### config.mk
export PLATFORM = sky130hd
export DESIGN_NAME = ctl_regfile_slave
export DESIGN_NICKNAME = d
export VERILOG_FILES = /design/src/rtl/rfs_pkg.sv /design/src/rtl/rfs_line_sync.sv /design/src/rtl/rfs_frame_fsm.sv /design/src/rtl/rfs_reg_array.sv /design/src/rtl/ctl_regfile_slave.sv
export SDC_FILE = /design/constraint.sdc
export NUM_CORES = 1
export LEC_CHECK = 0
export ABC_CLOCK_PERIOD_IN_PS = 2130
export BUFFER_PORTS_ARGS = -buffer_cell sky130_fd_sc_hd__buf_2
export CAP_MARGIN = 15
export CORE_MARGIN = 3
export CORE_UTILIZATION = 28
export DETAILED_ROUTE_END_ITERATION = 12
export PLACE_DENSITY_LB_ADDON = 0.25
export REMOVE_ABC_BUFFERS = 1
export SYNTH_ARGS = -nofsm -noshare
export SYNTH_HDL_FRONTEND = slang
export SYNTH_SLANG_ARGS = --single-unit
### constraint.sdc
create_clock -name clk -period 2.13 [get_ports clk]
set_input_delay 0.213 -clock clk [delete_from_list [all_inputs] [get_ports clk]]
set_output_delay 0.213 -clock clk [all_outputs]
set_load 0.03 [all_outputs]
### src/rtl/rfs_pkg.sv
package rfs_pkg;

    typedef enum logic [1:0] {
        ST_IDLE,
        ST_SHIFT,
        ST_RD_ARMED,
        ST_RD_OUT
    } rfs_state_e;

    localparam int LINE_CLK = 0;
    localparam int LINE_EN  = 1;
    localparam int LINE_DIN = 2;
    localparam int NUM_LINES = 3;

endpackage

### src/rtl/rfs_line_sync.sv
module rfs_line_sync #(
    parameter int         W        = 3,
    parameter int         STAGES   = 2,
    parameter logic [W-1:0] IDLE_VAL = '0
) (
    input  logic         clk,
    input  logic         rst_n,
    input  logic [W-1:0] lines_in,
    output logic [W-1:0] lines_q
);

    logic [W-1:0] chain [STAGES];

    genvar g;
    generate
        for (g = 0; g < STAGES; g++) begin : g_stage
            if (g == 0) begin : g_first
                always_ff @(posedge clk or negedge rst_n) begin
                    if (!rst_n) chain[g] <= IDLE_VAL;
                    else        chain[g] <= lines_in;
                end
            end else begin : g_next
                always_ff @(posedge clk or negedge rst_n) begin
                    if (!rst_n) chain[g] <= IDLE_VAL;
                    else        chain[g] <= chain[g-1];
                end
            end
        end
    endgenerate

    assign lines_q = chain[STAGES-1];

endmodule

### src/rtl/rfs_frame_fsm.sv
module rfs_frame_fsm
    import rfs_pkg::*;
#(
    parameter int         DATA_W    = 8,
    parameter int         ADDR_W    = 6,
    parameter int         CHIP_W    = 3,
    parameter logic [CHIP_W-1:0] CHIP_ID = '1,
    parameter int         ROW_IDX_W = 5,
    parameter int         RO_FIRST  = 24,
    localparam int        FRAME_BITS = DATA_W + ADDR_W + 1 + CHIP_W,
    localparam int        CNT_W      = $clog2(FRAME_BITS + 2)
) (
    input  logic                 clk,
    input  logic                 rst_n,
    input  logic                 sclk_s,
    input  logic                 en_s,
    input  logic                 din_s,
    input  logic [DATA_W-1:0]    rd_data,
    output logic                 wr_en,
    output logic [ROW_IDX_W-1:0] wr_row,
    output logic [DATA_W-1:0]    wr_data,
    output logic [ROW_IDX_W-1:0] rd_row,
    output logic                 ser_dout,
    output logic [CNT_W-1:0]     bit_cnt
);

    localparam int RW_POS   = DATA_W + ADDR_W;
    localparam int CHIP_LSB = RW_POS + 1;
    localparam logic [CNT_W-1:0] CNT_FULL = CNT_W'(FRAME_BITS);
    localparam logic [CNT_W-1:0] CNT_MAX  = CNT_W'(FRAME_BITS + 1);

    rfs_state_e state_q, state_d;

    logic                  sclk_prev_q, en_prev_q;
    logic                  sclk_rise, en_rise, en_fall;
    logic [FRAME_BITS-1:0] frame_q;
    logic [CNT_W-1:0]      cnt_q;
    logic [DATA_W-1:0]     out_q;
    logic                  rd_load;

    logic [DATA_W-1:0]     f_data;
    logic [ADDR_W-1:0]     f_addr;
    logic                  f_rw;
    logic [CHIP_W-1:0]     f_chip;
    logic [ROW_IDX_W-1:0]  f_row;
    logic                  addr_ok, frame_ok, row_writable;

    // Edge detection of the synchronized lines
    always_ff @(posedge clk or negedge rst_n) begin
        if (!rst_n) begin
            sclk_prev_q <= 1'b0;
            en_prev_q   <= 1'b1;
        end else begin
            sclk_prev_q <= sclk_s;
            en_prev_q   <= en_s;
        end
    end

    assign sclk_rise = sclk_s & ~sclk_prev_q;
    assign en_rise   = en_s & ~en_prev_q;
    assign en_fall   = ~en_s & en_prev_q;

    // Field decode of the collected frame
    assign f_data  = frame_q[DATA_W-1:0];
    assign f_addr  = frame_q[DATA_W +: ADDR_W];
    assign f_rw    = frame_q[RW_POS];
    assign f_chip  = frame_q[CHIP_LSB +: CHIP_W];
    assign f_row   = f_addr[ROW_IDX_W-1:0];
    assign addr_ok = (f_addr[ADDR_W-1:ROW_IDX_W] == '0);
    assign frame_ok     = (cnt_q == CNT_FULL) && (f_chip == CHIP_ID) && addr_ok;
    assign row_writable = (int'(f_row) < RO_FIRST);

    // State register
    always_ff @(posedge clk or negedge rst_n) begin
        if (!rst_n) state_q <= ST_IDLE;
        else        state_q <= state_d;
    end

    // Transitions
    always_comb begin
        state_d = state_q;
        unique case (state_q)
            ST_IDLE: begin
                if (en_fall) state_d = ST_SHIFT;
            end
            ST_SHIFT: begin
                if (en_rise) begin
                    if (frame_ok && !f_rw) state_d = ST_RD_ARMED;
                    else                   state_d = ST_IDLE;
                end
            end
            ST_RD_ARMED: begin
                if (en_fall) state_d = ST_RD_OUT;
            end
            ST_RD_OUT: begin
                if (en_rise) state_d = ST_IDLE;
            end
            default: state_d = ST_IDLE;
        endcase
    end

    // Outputs of the machine
    always_comb begin
        wr_en    = 1'b0;
        rd_load  = 1'b0;
        ser_dout = 1'b0;
        unique case (state_q)
            ST_IDLE:     ;
            ST_SHIFT: begin
                wr_en   = en_rise && frame_ok && f_rw && row_writable;
                rd_load = en_rise && frame_ok && !f_rw;
            end
            ST_RD_ARMED: ;
            ST_RD_OUT: begin
                ser_dout = out_q[0];
            end
            default: ;
        endcase
    end

    // Frame shifter, bit counter and readout shifter
    always_ff @(posedge clk or negedge rst_n) begin
        if (!rst_n) begin
            frame_q <= '0;
            cnt_q   <= '0;
            out_q   <= '0;
        end else begin
            if (state_q == ST_IDLE && en_fall) begin
                cnt_q   <= '0;
                frame_q <= '0;
            end else if (state_q == ST_SHIFT && sclk_rise) begin
                frame_q <= {din_s, frame_q[FRAME_BITS-1:1]};
                if (cnt_q != CNT_MAX) cnt_q <= cnt_q + 1'b1;
            end

            if (rd_load) begin
                out_q <= rd_data;
            end else if (state_q == ST_RD_OUT && sclk_rise) begin
                out_q <= {1'b0, out_q[DATA_W-1:1]};
            end
        end
    end

    assign wr_row  = f_row;
    assign wr_data = f_data;
    assign rd_row  = f_row;
    assign bit_cnt = cnt_q;

endmodule

### src/rtl/rfs_reg_array.sv
module rfs_reg_array #(
    parameter int  ROWS      = 32,
    parameter int  ROW_W     = 8,
    parameter int  WR_ROWS   = 24,
    parameter int  STAT_ROWS = 4,
    localparam int IDX_W     = $clog2(ROWS)
) (
    input  logic                       clk,
    input  logic                       rst_n,
    input  logic                       wr_en,
    input  logic [IDX_W-1:0]           wr_row,
    input  logic [ROW_W-1:0]           wr_data,
    input  logic [IDX_W-1:0]           rd_row,
    input  logic [STAT_ROWS*ROW_W-1:0] stat_flat,
    output logic [ROW_W-1:0]           rd_data,
    output logic [WR_ROWS*ROW_W-1:0]   ctrl_flat
);

    logic [ROW_W-1:0] rows_q [WR_ROWS];

    always_ff @(posedge clk or negedge rst_n) begin
        if (!rst_n) begin
            for (int r = 0; r < WR_ROWS; r++) rows_q[r] <= '0;
        end else if (wr_en && int'(wr_row) < WR_ROWS) begin
            rows_q[wr_row] <= wr_data;
        end
    end

    genvar g;
    generate
        for (g = 0; g < WR_ROWS; g++) begin : g_flat
            assign ctrl_flat[g*ROW_W +: ROW_W] = rows_q[g];
        end
    endgenerate

    always_comb begin
        rd_data = '0;
        if (int'(rd_row) < WR_ROWS) begin
            rd_data = rows_q[rd_row];
        end else if (int'(rd_row) < WR_ROWS + STAT_ROWS) begin
            rd_data = stat_flat[(int'(rd_row) - WR_ROWS)*ROW_W +: ROW_W];
        end
    end

endmodule

### src/rtl/ctl_regfile_slave.sv
module ctl_regfile_slave
    import rfs_pkg::*;
#(
    parameter int        ROWS        = 32,
    parameter int        ROW_W       = 8,
    parameter int        WR_ROWS     = 24,
    parameter int        ADDR_W      = 6,
    parameter int        CHIP_W      = 3,
    parameter logic [2:0] CHIP_ID    = 3'b111,
    parameter int        SYNC_STAGES = 2,
    parameter int        TUNE_W      = 8,
    parameter int        TEMP_W      = 5
) (
    input  logic                     clk,
    input  logic                     rst_n,
    input  logic                     ser_clk,
    input  logic                     ser_en_n,
    input  logic                     ser_din,
    output logic                     ser_dout,
    output logic [WR_ROWS*ROW_W-1:0] ctrl_bits,
    input  logic                     stat_lock,
    input  logic                     stat_amp_dn,
    input  logic                     stat_amp_up,
    input  logic                     stat_amp_ctr,
    input  logic [TUNE_W-1:0]        stat_tune_p,
    input  logic [TUNE_W-1:0]        stat_tune_n,
    input  logic [TEMP_W-1:0]        stat_temp
);

    localparam int ROW_IDX_W  = $clog2(ROWS);
    localparam int STAT_ROWS  = 4;
    localparam int FRAME_BITS = ROW_W + ADDR_W + 1 + CHIP_W;
    localparam int CNT_W      = $clog2(FRAME_BITS + 2);
    localparam logic [NUM_LINES-1:0] LINE_IDLE = NUM_LINES'(1) << LINE_EN;

    logic [NUM_LINES-1:0] lines_raw, lines_s;
    logic                 wr_en;
    logic [ROW_IDX_W-1:0] wr_row, rd_row;
    logic [ROW_W-1:0]     wr_data, rd_data;
    logic [CNT_W-1:0]     bit_cnt;
    logic [STAT_ROWS*ROW_W-1:0] stat_flat;

    always_comb begin
        lines_raw           = '0;
        lines_raw[LINE_CLK] = ser_clk;
        lines_raw[LINE_EN]  = ser_en_n;
        lines_raw[LINE_DIN] = ser_din;
    end

    // Status rows, in row order above the writable rows
    always_comb begin
        stat_flat = '0;
        stat_flat[0*ROW_W +: 4]      = {stat_lock, stat_amp_dn, stat_amp_up, stat_amp_ctr};
        stat_flat[1*ROW_W +: TUNE_W] = stat_tune_p;
        stat_flat[2*ROW_W +: TUNE_W] = stat_tune_n;
        stat_flat[3*ROW_W +: TEMP_W] = stat_temp;
    end

    rfs_line_sync #(
        .W        (NUM_LINES),
        .STAGES   (SYNC_STAGES),
        .IDLE_VAL (LINE_IDLE)
    ) u_sync (
        .clk      (clk),
        .rst_n    (rst_n),
        .lines_in (lines_raw),
        .lines_q  (lines_s)
    );

    rfs_frame_fsm #(
        .DATA_W    (ROW_W),
        .ADDR_W    (ADDR_W),
        .CHIP_W    (CHIP_W),
        .CHIP_ID   (CHIP_ID),
        .ROW_IDX_W (ROW_IDX_W),
        .RO_FIRST  (WR_ROWS)
    ) u_fsm (
        .clk      (clk),
        .rst_n    (rst_n),
        .sclk_s   (lines_s[LINE_CLK]),
        .en_s     (lines_s[LINE_EN]),
        .din_s    (lines_s[LINE_DIN]),
        .rd_data  (rd_data),
        .wr_en    (wr_en),
        .wr_row   (wr_row),
        .wr_data  (wr_data),
        .rd_row   (rd_row),
        .ser_dout (ser_dout),
        .bit_cnt  (bit_cnt)
    );

    rfs_reg_array #(
        .ROWS      (ROWS),
        .ROW_W     (ROW_W),
        .WR_ROWS   (WR_ROWS),
        .STAT_ROWS (STAT_ROWS)
    ) u_array (
        .clk       (clk),
        .rst_n     (rst_n),
        .wr_en     (wr_en),
        .wr_row    (wr_row),
        .wr_data   (wr_data),
        .rd_row    (rd_row),
        .stat_flat (stat_flat),
        .rd_data   (rd_data),
        .ctrl_flat (ctrl_bits)
    );

endmodule

==> results.rst, run 1 <==
.. list-table::
   :header-rows: 1

   * - Metric
     - Value
   * - Multi-input gate area
     - 5150 sq um
   * - Global Route Usage Sum
     - 18.46%
   * - Via count
     - 8215
   * - Vias in the first global route
     - 8420
   * - Final weighted congestion of routability-driven global placement
     - between 0.9 and 1
   * - Synth-to-layout area growth
     - 38.37%
   * - Xor/xnor cell area share of the yosys netlist
     - 0.2424%
   * - Capturing element type of the critical path
     - register
   * - Warnings from Yosys
     - 0
   * - Seq. cell area
     - 5842 sq um
   * - Flip-flop cell with the highest count after synthesis
     - sky130_fd_sc_hd__dfrtp_1
   * - Largest fanout on the critical path
     - 8
   * - Initial standard-cell utilization of the core
     - 28.58%
   * - HPWL Detailed
     - 28860 microns
   * - Layout Skew
     - slightly above 0.02 ns
   * - Simple logic cell fraction of the synthesized area
     - 7.351%
   * - Routed wirelength normalized by instance count
     - 23.42 microns
   * - Internal power
     - 7.794 mW
   * - Startpoint class of the critical path
     - register
   * - Ranking of synthesized cells by area
     - sky130_fd_sc_hd__dfrtp_1 53%, sky130_fd_sc_hd__mux2_2 20%, sky130_fd_sc_hd__mux2i_1 6.8%
   * - # rows
     - 71
   * - Endpoint of the worst-slack reg-to-reg timing path
     - u_array.ctrl_flat[73]
   * - Most area-hungry cell type in the Yosys netlist
     - sky130_fd_sc_hd__dfrtp_1
   * - Count of flip-flops with a built-in enable after synthesis
     - 0
   * - VDD IR max
     - 484.5 uV
   * - Share of synthesized flip-flops with an asynchronous set or reset
     - 100.0%
   * - Yosys reg bits
     - 233
   * - Num Clock Sinks
     - between 200 and 250
   * - Compound-cell area share of the yosys netlist
     - 4.628%
   * - Hold Vio Cnt, Final
     - 0
   * - Fraction of the cycle the final worst path needs
     - 101.0%
   * - Post-synthesis cell area
     - 10840 sq um
   * - Sequential element share of the synthesized area
     - 53.81%
   * - Die area
     - ~41000 sq um
   * - Dominant combinational cell family by area after synthesis
     - multiplexers
   * - Placeable core region
     - 37930 sq um
   * - Clock buffers created by TritonCTS
     - 28
   * - Slack of the worst reg-to-reg path
     - -0.02 ns
   * - Most frequent standard cell in the layout excluding fill and tap cells
     - sky130_fd_sc_hd__dfrtp_1
   * - Pre-Repair DR Iteration Count
     - 5
   * - Non-filler instance count after layout
     - between 1500 and 2000
   * - Worst endpoint data arrival time
     - approximately 2.6 ns
   * - Antenna cell count
     - 0
   * - Number of levels in the clock H-tree
     - 1
   * - Post-synthesis adder-cell area fraction
     - less than 1%
   * - Top library cells by usage in the layout, fill and taps aside
     - 226 x sky130_fd_sc_hd__dfrtp_1, 221 x sky130_fd_sc_hd__buf_2, 135 x sky130_fd_sc_hd__mux2_2
   * - Post-route minimum period
     - 2.152 ns
   * - Worst path bufs/invs
     - 3
   * - Required @ worst endpoint
     - roughly 2.6 ns
   * - Max capacitance violation total
     - 0
   * - Startpoint of the lowest-slack register-to-register path
     - u_fsm.bit_cnt[0]
   * - Crit path max-delay family
     - simple AND/OR/NAND/NOR gates
   * - Filler Cell Count
     - ~3700
   * - Cell depth of the worst flop-to-flop path
     - 9
   * - Die outline height
     - 202.8 microns
   * - Max-slew headroom
     - 59.24%
   * - Min-delay worst type
     - input port to async pin
   * - Share of synthesized area spent on multiplexers
     - ~31%
   * - Wire length of the first global-routing pass
     - 57260 microns
   * - Count of distinct cell types in the synthesized netlist
     - 56
   * - Maximum clock path buffer count
     - 3
   * - Number of max-slew violations in the final report
     - 0
   * - CTS tree
     - yes
   * - Clk_lat worst skew
     - 0.55 ns
   * - Ratio of cells with drive above 1 in the final layout
     - a little under three fifths
   * - Number of DRC violations after detailed-routing iteration 0
     - 471
   * - RSZ-0062 raised after global routing
     - true
   * - Final Core Density
     - 39.55%
   * - Port-buffer cells
     - 222
   * - Cell breakdown of the critical path
     - inv_1, ha_1, and3b_1, nand4_1, or3_4, buf_8, nor2_4, buf_12, mux2_2
   * - Overall routed net length
     - 39170 microns
   * - Top-level I/O count
     - 223
   * - Highest cell delay on the worst timing path
     - 0.43 ns
   * - Gate count after technology mapping
     - 820
   * - Register share of total power
     - roughly 45%
   * - Outcome
     - finished, violations left
   * - Total placed cells including tap cells
     - 1615
   * - Residual DRC
     - 0
   * - Clock root cell
     - sky130_fd_sc_hd__clkbuf_16
   * - Switching power
     - 2.123 mW
   * - Die W
     - 202.8 microns
   * - Largest net degree at the start of global routing
     - 61
   * - Ratio of total power to cell area
     - about 660 nW/um^2
   * - Slowest stage cell on the critical path
     - sky130_fd_sc_hd__or3_4
   * - Hold Worst Slack
     - 0.1570 ns
   * - Combinational fraction of design power
     - approximately 3%
   * - Final setup violation count
     - 2
   * - Clock power frac
     - 51.8%
   * - Initial antenna violation count
     - 0
   * - Proportion of netlist area held by the largest area contributor
     - between 50 and 60%
   * - Measured slew at the worst slew-check pin
     - 0.6114 ns
   * - Type of the worst setup path
     - register to register
   * - Sw frac
     - between 20 and 25%
   * - Leakage power of the design
     - ~7.3 nW
   * - Vias per Instance
     - 4.913
   * - Setup slack of the critical path after layout
     - -0.02201 ns
   * - Register clock-pin slew on the reported worst setup and hold paths
     - 0.06 ns
   * - Remaining global-route overflow
     - 0
   * - Mean area per synthesized cell
     - 13.22 sq um
   * - Violated checks
     - setup timing
   * - Post-layout nets
     - 1174
   * - Fmax achieved
     - 0.4647 GHz
   * - Count of nets left with antenna violations after detail routing
     - 0
-- cell type report --
class | instances | area share [%]
Clock inverter | 9 | 1.176
Timing Repair Buffer | 347 | 15.81
Clock buffer | 40 | 5.379
Inverter | 4 | 0.1001
Sequential cell | 233 | 38.94
Tap cell | 511 | 4.262
Multi-Input combinational cell | 528 | 34.33
-- synth_stat cells (all sizes together), types with 4 or more instances --
cell type,number
nand2b,5
dfrtp,230
nand3,4
a21oi,23
mux4,14
buf,23
inv,4
nand2,53
nor2b,6
a22o,4
nand3b,4
mux2,205
nor2,37
o22ai,31
nor4,7
mux2i,74
a31oi,7
clkbuf,32
-- power groups by stage --
stage,combinational (mW),clock [mW],sequential [mW]
after detailed placement,0.299,0,4.56
after global placement,0.297,0,4.56
after floorplan,0.0728,0,4.57
after global routing,0.342,5.42,4.48
final,0.297,5.14,4.48
after CTS,0.308,5.25,4.48
-- flip-flops by register name (all words and copies together) (netlist names), named ones only --
register,count
u_fsm.frame_q,18
u_fsm.state_q,1
u_fsm.en_prev_q,1
u_fsm.out_q,8
u_array.ctrl_flat,192
u_sync.lines_q,3
u_fsm.bit_cnt,5
u_fsm.sclk_prev_q,1
u_sync.chain,3
-- worst max-delay path by stage --
stage,slack [ns],cells after the start,start,endpoint
after CTS,-0.04,9,u_fsm.bit_cnt[0],u_array.ctrl_flat[72]
after global placement,-0.28,7,u_sync.lines_q[1],u_array.ctrl_flat[79]
after global routing,-0.1,9,u_fsm.bit_cnt[0],u_array.ctrl_flat[77]
after detailed placement,-0.29,7,u_sync.lines_q[1],u_array.ctrl_flat[76]
after floorplan,-2.65,3,u_fsm.frame_q[9],u_array.ctrl_flat[80]
final,-0.02,9,u_fsm.bit_cnt[0],u_array.ctrl_flat[73]
-- per-stage QoR --
stage	total power, mW	instance area (sq um)	worst slack (ns)	setup TNS (ns)
floorplan	4.642	10590	-2.651	-428.61
global placement	4.856	13470	-0.2778	-21.89
detailed placement	4.860	13470	-0.2917	-22.25
CTS	10.04	14680	-0.04469	-0.5810
global route	10.25	15000	-0.09804	-3.078
finish	9.917	15000	-0.02201	-0.04137
-- cell families (layout without fill, tap and decap cells) --
kind of cell,count (synthesis),after routing
muxes,293,293
DFF,233,233
and+or+nand+nor,150,150
AOI/OAI and AO/OA,80,80
buffers and inverters,59,400
xor gates and xnor gates,3,3
adders and majority gates,2,2
-- timing repair --
| action | CTS | global route |
|---|---|---|
| setup endpoints to repair | 137 | 126 |
| hold buffers | 4 | 0 |
| buffers inserted | 0 | 3 |
| cloned | 0 | 1 |
| resized for setup | 48 | 74 |
| endpoints found under the hold margin | 204 | 0 |
| pin swaps | 3 | 4 |
-- metal layers --
layer | routed length [microns] | part of all wire [%] | track usage (%)
met1 | 17840 | 46 | 26.53
met2 | 17980 | 46 | 28.77
met3 | 2613 | 6.7 | 3.816
met4 | 740 | 1.9 | 4.182
met5 | 0 | 0 | 0
Note: power is estimated with default switching activity, not from simulation.
==> inputs of run 2 (changes only) <==
- ABC_CLOCK_PERIOD_IN_PS: 2130 -> 1800
- PLACE_DENSITY: not set -> 0.47
- PLACE_DENSITY_LB_ADDON: 0.25 -> not set
- clock period: 2.13 -> 1.8 ns (I/O delays scaled with it)
==> results.rst, run 2 (synthesis results as in run 1) <==
.. list-table::
   :header-rows: 1

   * - Metric
     - Value
   * - Layout Skew
     - 0.02001 ns (-0.0006523 ns)
   * - Wire length of the first global-routing pass
     - 58680 microns (+2.5%)
   * - Die W
     - 202.8 microns (unchanged)
   * - Vias in the first global route
     - 8689 (+3.2%)
   * - # rows
     - 71 (unchanged)
   * - Capturing element type of the critical path
     - register
   * - Die area
     - 41120 sq um (unchanged)
   * - Num Clock Sinks
     - 233 (unchanged)
   * - Final weighted congestion of routability-driven global placement
     - 0.8912 (-1.4%)
   * - Max capacitance violation total
     - 0 (unchanged)
   * - Clk_lat worst skew
     - 0.55 ns (about the same)
   * - Clock buffers created by TritonCTS
     - 28 (unchanged)
   * - Most frequent standard cell in the layout excluding fill and tap cells
     - sky130_fd_sc_hd__dfrtp_1
   * - Setup slack of the critical path after layout
     - -0.3454 ns (-0.3234 ns)
   * - Initial antenna violation count
     - 0 (unchanged)
   * - Largest fanout on the critical path
     - 8 (unchanged)
   * - Final setup violation count
     - 200 (+198)
   * - Required @ worst endpoint
     - 2.21 ns (-0.36 ns)
   * - Number of levels in the clock H-tree
     - 1 (unchanged)
   * - Ratio of total power to cell area
     - 724.3 nW/um^2 (+9.6%)
   * - VDD IR max
     - 564.1 uV (+16%)
   * - Most frequent CP cell
     - sky130_fd_sc_hd__buf_8
   * - Count of nets left with antenna violations after detail routing
     - 0 (unchanged)
   * - Top library cells by usage in the layout, fill and taps aside
     - 227 x sky130_fd_sc_hd__dfrtp_1, 221 x sky130_fd_sc_hd__buf_2, 147 x sky130_fd_sc_hd__buf_4
   * - Type of the worst setup path
     - register to register
   * - Post-route minimum period
     - 2.145 ns (-0.006604 ns)
   * - Vias per Instance
     - 4.823 (-1.8%)
   * - Top-level I/O count
     - 223 (unchanged)
   * - Number of DRC violations after detailed-routing iteration 0
     - 424 (-10%)
   * - Number of max-slew violations in the final report
     - 0 (unchanged)
   * - Placeable core region
     - 37930 sq um (unchanged)
   * - Die outline height
     - 202.8 microns (unchanged)
   * - Worst path bufs/invs
     - 3 (unchanged)
   * - Largest net degree at the start of global routing
     - 55 (-9.8%)
   * - Post-layout nets
     - 1250 (+6.5%)
   * - Maximum clock path buffer count
     - 3 (unchanged)
   * - Routed wirelength normalized by instance count
     - 22.89 microns (-2.3%)
   * - Remaining global-route overflow
     - 0 (unchanged)
   * - Global Route Usage Sum
     - 18.97% (+0.52 points)
   * - Startpoint class of the critical path
     - register
   * - Outcome
     - finished, violations left
   * - Register clock-pin slew on the reported worst setup and hold paths
     - 0.06 ns (about the same)
   * - Flip-flop count of the largest register, all copies and words added
     - 192 (unchanged)
   * - Cell breakdown of the critical path
     - inv_2, ha_4, and3b_1, nand4_1, or3_4, buf_8, nor2_4, buf_8, mux2_4
   * - Slowest stage cell on the critical path
     - sky130_fd_sc_hd__or3_4
   * - Residual DRC
     - 0 (unchanged)
   * - Clock root cell
     - sky130_fd_sc_hd__clkbuf_16
   * - Metal3 WL
     - 2485 microns (-4.9%)
   * - Pre-Repair DR Iteration Count
     - 5 (unchanged)
   * - Detailed route wirelength on metal2
     - 18510 microns (+3.0%)
   * - Antenna cell count
     - 0 (unchanged)
   * - Final Core Density
     - 41.68% (+2.1 points)
   * - Fmax achieved
     - 0.4661 GHz (+0.31%)
   * - Filler Cell Count
     - 3621 (-2.8%)
   * - Sum of negative setup slack
     - -46.03 ns (-45.99 ns)
   * - Leakage power of the design
     - 7.731 nW (+5.3%)
   * - Hold Vio Cnt, Final
     - 0 (unchanged)
   * - Initial standard-cell utilization of the core
     - 28.58% (unchanged)
   * - Overall routed net length
     - 40060 microns (+2.3%)
   * - Highest cell delay on the worst timing path
     - 0.45 ns (+0.02 ns)
   * - RSZ-0062 raised after global routing
     - true
   * - Via count
     - 8440 (+2.7%)
   * - Total power of the final layout
     - 11.45 mW (+15%)
   * - Violated checks
     - setup timing
   * - Min-delay worst type
     - input port to async pin
   * - HPWL Detailed
     - 29010 microns (+0.52%)
   * - Fraction of the cycle the final worst path needs
     - 119.2% (+18 points)
   * - Ratio of cells with drive above 1 in the final layout
     - 60.21% (+4.0 points)
   * - Worst endpoint data arrival time
     - 2.56 ns (-0.03 ns)
   * - Port-buffer cells
     - 222 (unchanged)
   * - CTS tree
     - yes
   * - Max-slew headroom
     - 73.22% (+14 points)
   * - Metal-1 WL
     - 18430 microns (+3.3%)
   * - Uppermost signal routing layer after detailed routing
     - met4
   * - Crit path max-delay family
     - simple AND/OR/NAND/NOR gates
   * - Measured slew at the worst slew-check pin
     - 0.3906 ns (-0.2208 ns)
   * - Synth-to-layout area growth
     - 45.82%
run 2: cell count changes in the layout (fill, tap and decap cells not counted), moves of 4 or more:
cell | before | now
sky130_fd_sc_hd__buf_4 | 89 | 147
sky130_fd_sc_hd__buf_6 | 10 | 18
sky130_fd_sc_hd__buf_12 | 18 | 25
sky130_fd_sc_hd__clkbuf_8 | 4 | 10
sky130_fd_sc_hd__buf_8 | 4 | 8
sky130_fd_sc_hd__bufinv_16 | 5 | 1
sky130_fd_sc_hd__clkbuf_1 | 7 | 3
sky130_fd_sc_hd__clkinv_2 | 2 | 6
sky130_fd_sc_hd__mux2i_1 | 70 | 66
run 2: final timing paths:
path                             startpoint                     end  slack, ns  cells past startpoint
max in group asynchronous             rst_n         u_sync.chain[4]       0.97                      3
setup reg to reg           u_fsm.bit_cnt[0]   u_array.ctrl_flat[71]      -0.35                      9
hold / removal                        rst_n  u_array.ctrl_flat[188]       0.15                      2
hold reg to reg             u_sync.chain[3]       u_sync.lines_q[0]       0.35                      0
setup / recovery           u_fsm.bit_cnt[0]   u_array.ctrl_flat[71]      -0.35                      9
min in group clk             stat_tune_p[7]          u_fsm.out_q[7]       0.21                      5
run 2: routing by layer:
metal / global-route usage [%] / vias to the layer above
met5: 0 / -
met1: 27.23 / 4359
met2: 30.40 / 228
met3: 3.463 / 42
li1: - / 3811
met4: 3.390 / 0
run 2: stage by stage:
stage / setup WS, ns / hold WS, ns / cells / area [sq um]
2_1_floorplan: -2.981 / -0.1156 / 765 / 10590
3_3_place_gp: -0.7400 / 0.1266 / 1675 / 13960
3_5_place_dp: -0.7474 / 0.1254 / 1675 / 13960
4_1_cts: -0.3723 / 0.1428 / 1745 / 15630
5_1_grt: -0.4290 / 0.1754 / 1750 / 15810
6_report: -0.3454 / 0.1502 / 1750 / 15810
run 2: where the power goes:
part	total [mW]	internal (mW)	switching, mW	leakage, nW
clock network	5.76	3.47	2.29	0.471
registers	5.31	5.28	0.0274	3.18
logic	0.377	0.148	0.229	4.08
run 2: timing repair:
action | 4_1_cts | 5_1_grt
pin swaps | 15 | 5
endpoints found under the setup margin | 200 | 200
buffers inserted | 17 | 6
hold buffers | 4 | 0
gates resized for setup | 140 | 29
endpoints found under the hold margin | 233 | 0
run 2: layout make-up:
| type | instances | area [sq um] | area share [%] |
|---|---|---|---|
| inverter | 4 | 15.01 | 0.09497 |
| clock buffer | 42 | 874.6 | 5.532 |
| clock inverter | 9 | 75.07 | 0.4749 |
| timing repair buffer | 423 | 3073 | 19.44 |
| tap | 511 | 639.4 | 4.044 |
| multi-input combinational | 528 | 5291 | 33.47 |
| sequential | 233 | 5841 | 36.95 |
==> inputs of run 3 (changes only) <==
- CORE_UTILIZATION: 28 -> 40
- PLACE_DENSITY: 0.47 -> 0.63
==> results.rst, run 3 (synthesis results as in run 1) <==
.. list-table::
   :header-rows: 1

   * - Metric
     - Value
   * - Fmax achieved
     - 0.4588 GHz (-1.6%)
   * - Vias in the first global route
     - 8604 (-0.98%)
   * - Required @ worst endpoint
     - 2.20 ns (about the same)
   * - Die outline height
     - 170.6 microns (-16%)
   * - Sum of negative setup slack
     - -50.59 ns (-4.558 ns)
   * - Cell area reported after detailed placement
     - 13490 sq um (-3.4%)
   * - Metal3 WL
     - 2425 microns (-2.4%)
   * - Max-slew headroom
     - 66.08% (-7.1 points)
   * - Leakage power of the design
     - 7.685 nW (-0.59%)
   * - Metal-1 WL
     - 16100 microns (-13%)
   * - Startpoint of the lowest-slack register-to-register path
     - u_fsm.bit_cnt[0]
   * - Ratio of cells with drive above 1 in the final layout
     - 62.93% (+2.7 points)
   * - Vias per Instance
     - 5.581 (+16%)
   * - Flip-flop count of the largest register, all copies and words added
     - 192 (unchanged)
   * - Worst slack after detailed placement
     - -0.5057 ns (+0.2416 ns)
   * - Maximum clock path buffer count
     - 3 (unchanged)
   * - Max capacitance violation total
     - 0 (unchanged)
   * - Largest net degree at the start of global routing
     - 60 (+9.1%)
   * - Setup slack of the critical path after layout
     - -0.3795 ns (-0.03405 ns)
   * - Global Route Usage Sum
     - 24.25% (+5.3 points)
   * - Total placed cells including tap cells
     - 1471 (-12%)
   * - Top-level I/O count
     - 223 (unchanged)
   * - Port-buffer cells
     - 222 (unchanged)
   * - VDD IR max
     - 659.2 uV (+17%)
   * - Final setup violation count
     - 200 (unchanged)
   * - Post-route minimum period
     - 2.179 ns (+0.03405 ns)
   * - Total power of the final layout
     - 11.26 mW (-1.7%)
   * - Number of DRC violations after detailed-routing iteration 0
     - 610 (+44%)
   * - Non-filler instance count after layout
     - 1538 (-12%)
   * - Initial antenna violation count
     - 0 (unchanged)
   * - Pre-Repair DR Iteration Count
     - 6 (+1)
   * - Number of levels in the clock H-tree
     - 1 (unchanged)
   * - CTS tree
     - yes
   * - Top library cells by usage in the layout, fill and taps aside
     - 225 x sky130_fd_sc_hd__dfrtp_1, 221 x sky130_fd_sc_hd__buf_2, 120 x sky130_fd_sc_hd__mux2_2
   * - Residual DRC
     - 0 (unchanged)
   * - Type of the worst setup path
     - register to register
   * - Die W
     - 170.6 microns (-16%)
   * - Ratio of total power to cell area
     - 705.6 nW/um^2 (-2.6%)
   * - Initial standard-cell utilization of the core
     - 41.14% (+13 points)
   * - Synth-to-layout area growth
     - 47.14%
   * - Number of max-slew violations in the final report
     - 0 (unchanged)
   * - Detailed route wirelength on metal2
     - 17100 microns (-7.6%)
   * - Seq. cell area
     - 5843 sq um (about the same)
   * - Remaining global-route overflow
     - 0 (unchanged)
   * - Num Clock Sinks
     - 233 (unchanged)
   * - Wire length of the first global-routing pass
     - 53810 microns (-8.3%)
   * - Final Instance Area
     - 15950 sq um (+0.91%)
   * - Placeable core region
     - 26350 sq um (-31%)
   * - Uppermost signal routing layer after detailed routing
     - met4
   * - Startpoint class of the critical path
     - register
   * - Capturing element type of the critical path
     - register
   * - Measured slew at the worst slew-check pin
     - 0.5088 ns (+0.1182 ns)
   * - Routed wirelength normalized by instance count
     - 23.78 microns (+3.9%)
   * - Min-delay worst type
     - input port to async pin
   * - HPWL Detailed
     - 25510 microns (-12%)
   * - Clock root cell
     - sky130_fd_sc_hd__clkbuf_16
   * - Layout Skew
     - 0.005599 ns (-0.01441 ns)
   * - Final weighted congestion of routability-driven global placement
     - 0.9285 (+4.2%)
   * - Hold Vio Cnt, Final
     - 0 (unchanged)
   * - Fraction of the cycle the final worst path needs
     - 121.1% (+1.9 points)
   * - Die area
     - 29120 sq um (-29%)
   * - Count of nets left with antenna violations after detail routing
     - 0 (unchanged)
   * - Multi-input gate area
     - 5828 sq um (+10%)
   * - Overall routed net length
     - 36580 microns (-8.7%)
   * - Filler Cell Count
     - 2006 (-45%)
   * - Most frequent standard cell in the layout excluding fill and tap cells
     - sky130_fd_sc_hd__dfrtp_1
   * - Outcome
     - finished, violations left
   * - Antenna cell count
     - 0 (unchanged)
   * - # rows
     - 59 (-17%)
   * - Post-layout nets
     - 1216 (-2.7%)
   * - Via count
     - 8583 (+1.7%)
   * - Largest fanout on the critical path
     - 8 (unchanged)
   * - Clock buffers created by TritonCTS
     - 27 (-3.6%)
   * - Critical Path Start
     - u_fsm.bit_cnt[0]
   * - RSZ-0062 raised after global routing
     - true
   * - Violated checks
     - setup timing
   * - Worst endpoint data arrival time
     - 2.58 ns (+0.02 ns)
   * - Register clock-pin slew on the reported worst setup and hold paths
     - 0.06 ns (about the same)
   * - Clk_lat worst skew
     - 0.52 ns (-0.03 ns)
==> run 3: cell type report <==
cell class | instances | area share, %
Sequential cell | 233 | 36.63
Multi-Input combinational cell | 528 | 36.53
Clock inverter | 6 | 0.6588
Inverter | 4 | 0.09412
Clock buffer | 42 | 5.027
Tap cell | 335 | 2.627
Timing Repair Buffer | 390 | 18.43
==> run 3: stage by stage <==
stage	hold WS [ns]	util [%]
2_1_floorplan	-0.1156	-
3_3_place_gp	0.1626	51.18
3_5_place_dp	0.1621	51.18
4_1_cts	0.1997	57.90
5_1_grt	0.2120	60.53
6_report	0.1989	60.53
==> run 3: layer usage <==
metal	up-vias	track usage (%)
met3	53	4.205
met1	4460	35.06
met4	0	5.820
li1	3736	-
met5	-	0
met2	334	38.34
==> run 3: final timing paths <==
| check | end | slack (ns) | cells after the start |
|---|---|---|---|
| worst max-delay path | u_array.ctrl_flat[169] | -0.38 | 9 |
| worst min-delay path | u_array.ctrl_flat[37] | 0.20 | 2 |
| worst max register to register | u_array.ctrl_flat[169] | -0.38 | 9 |
| worst min register to register | u_sync.lines_q[2] | 0.35 | 0 |
| max in group asynchronous | u_array.ctrl_flat[15] | 0.92 | 3 |
| min in group clk | u_fsm.out_q[0] | 0.20 | 5 |
==> run 3: report_power, final <==
group	switching [mW]	leakage (nW)	internal, mW	total, mW
registers	0.0254	3.18	5.28	5.31
logic	0.229	4.06	0.153	0.382
clock network	2.10	0.447	3.46	5.57
==> run 3: timing repair <==
action,in CTS,in global routing
gates cloned,2,0
endpoints found under the hold margin,58,0
pin swaps,32,32
setup buffers,6,14
endpoints found under the setup margin,200,200
resized for setup,170,119
hold buffers,4,0
==> run 3: critical path, stage by stage (launching register included) <==
cell                      delay, ns
sky130_fd_sc_hd__dfrtp_1       0.37
sky130_fd_sc_hd__inv_1         0.06
sky130_fd_sc_hd__ha_1          0.14
sky130_fd_sc_hd__and3b_2       0.19
sky130_fd_sc_hd__nand4_1       0.13
sky130_fd_sc_hd__or3_4         0.42
sky130_fd_sc_hd__buf_8         0.17
sky130_fd_sc_hd__nor2_4        0.12
sky130_fd_sc_hd__buf_12        0.14
sky130_fd_sc_hd__mux2_2        0.33
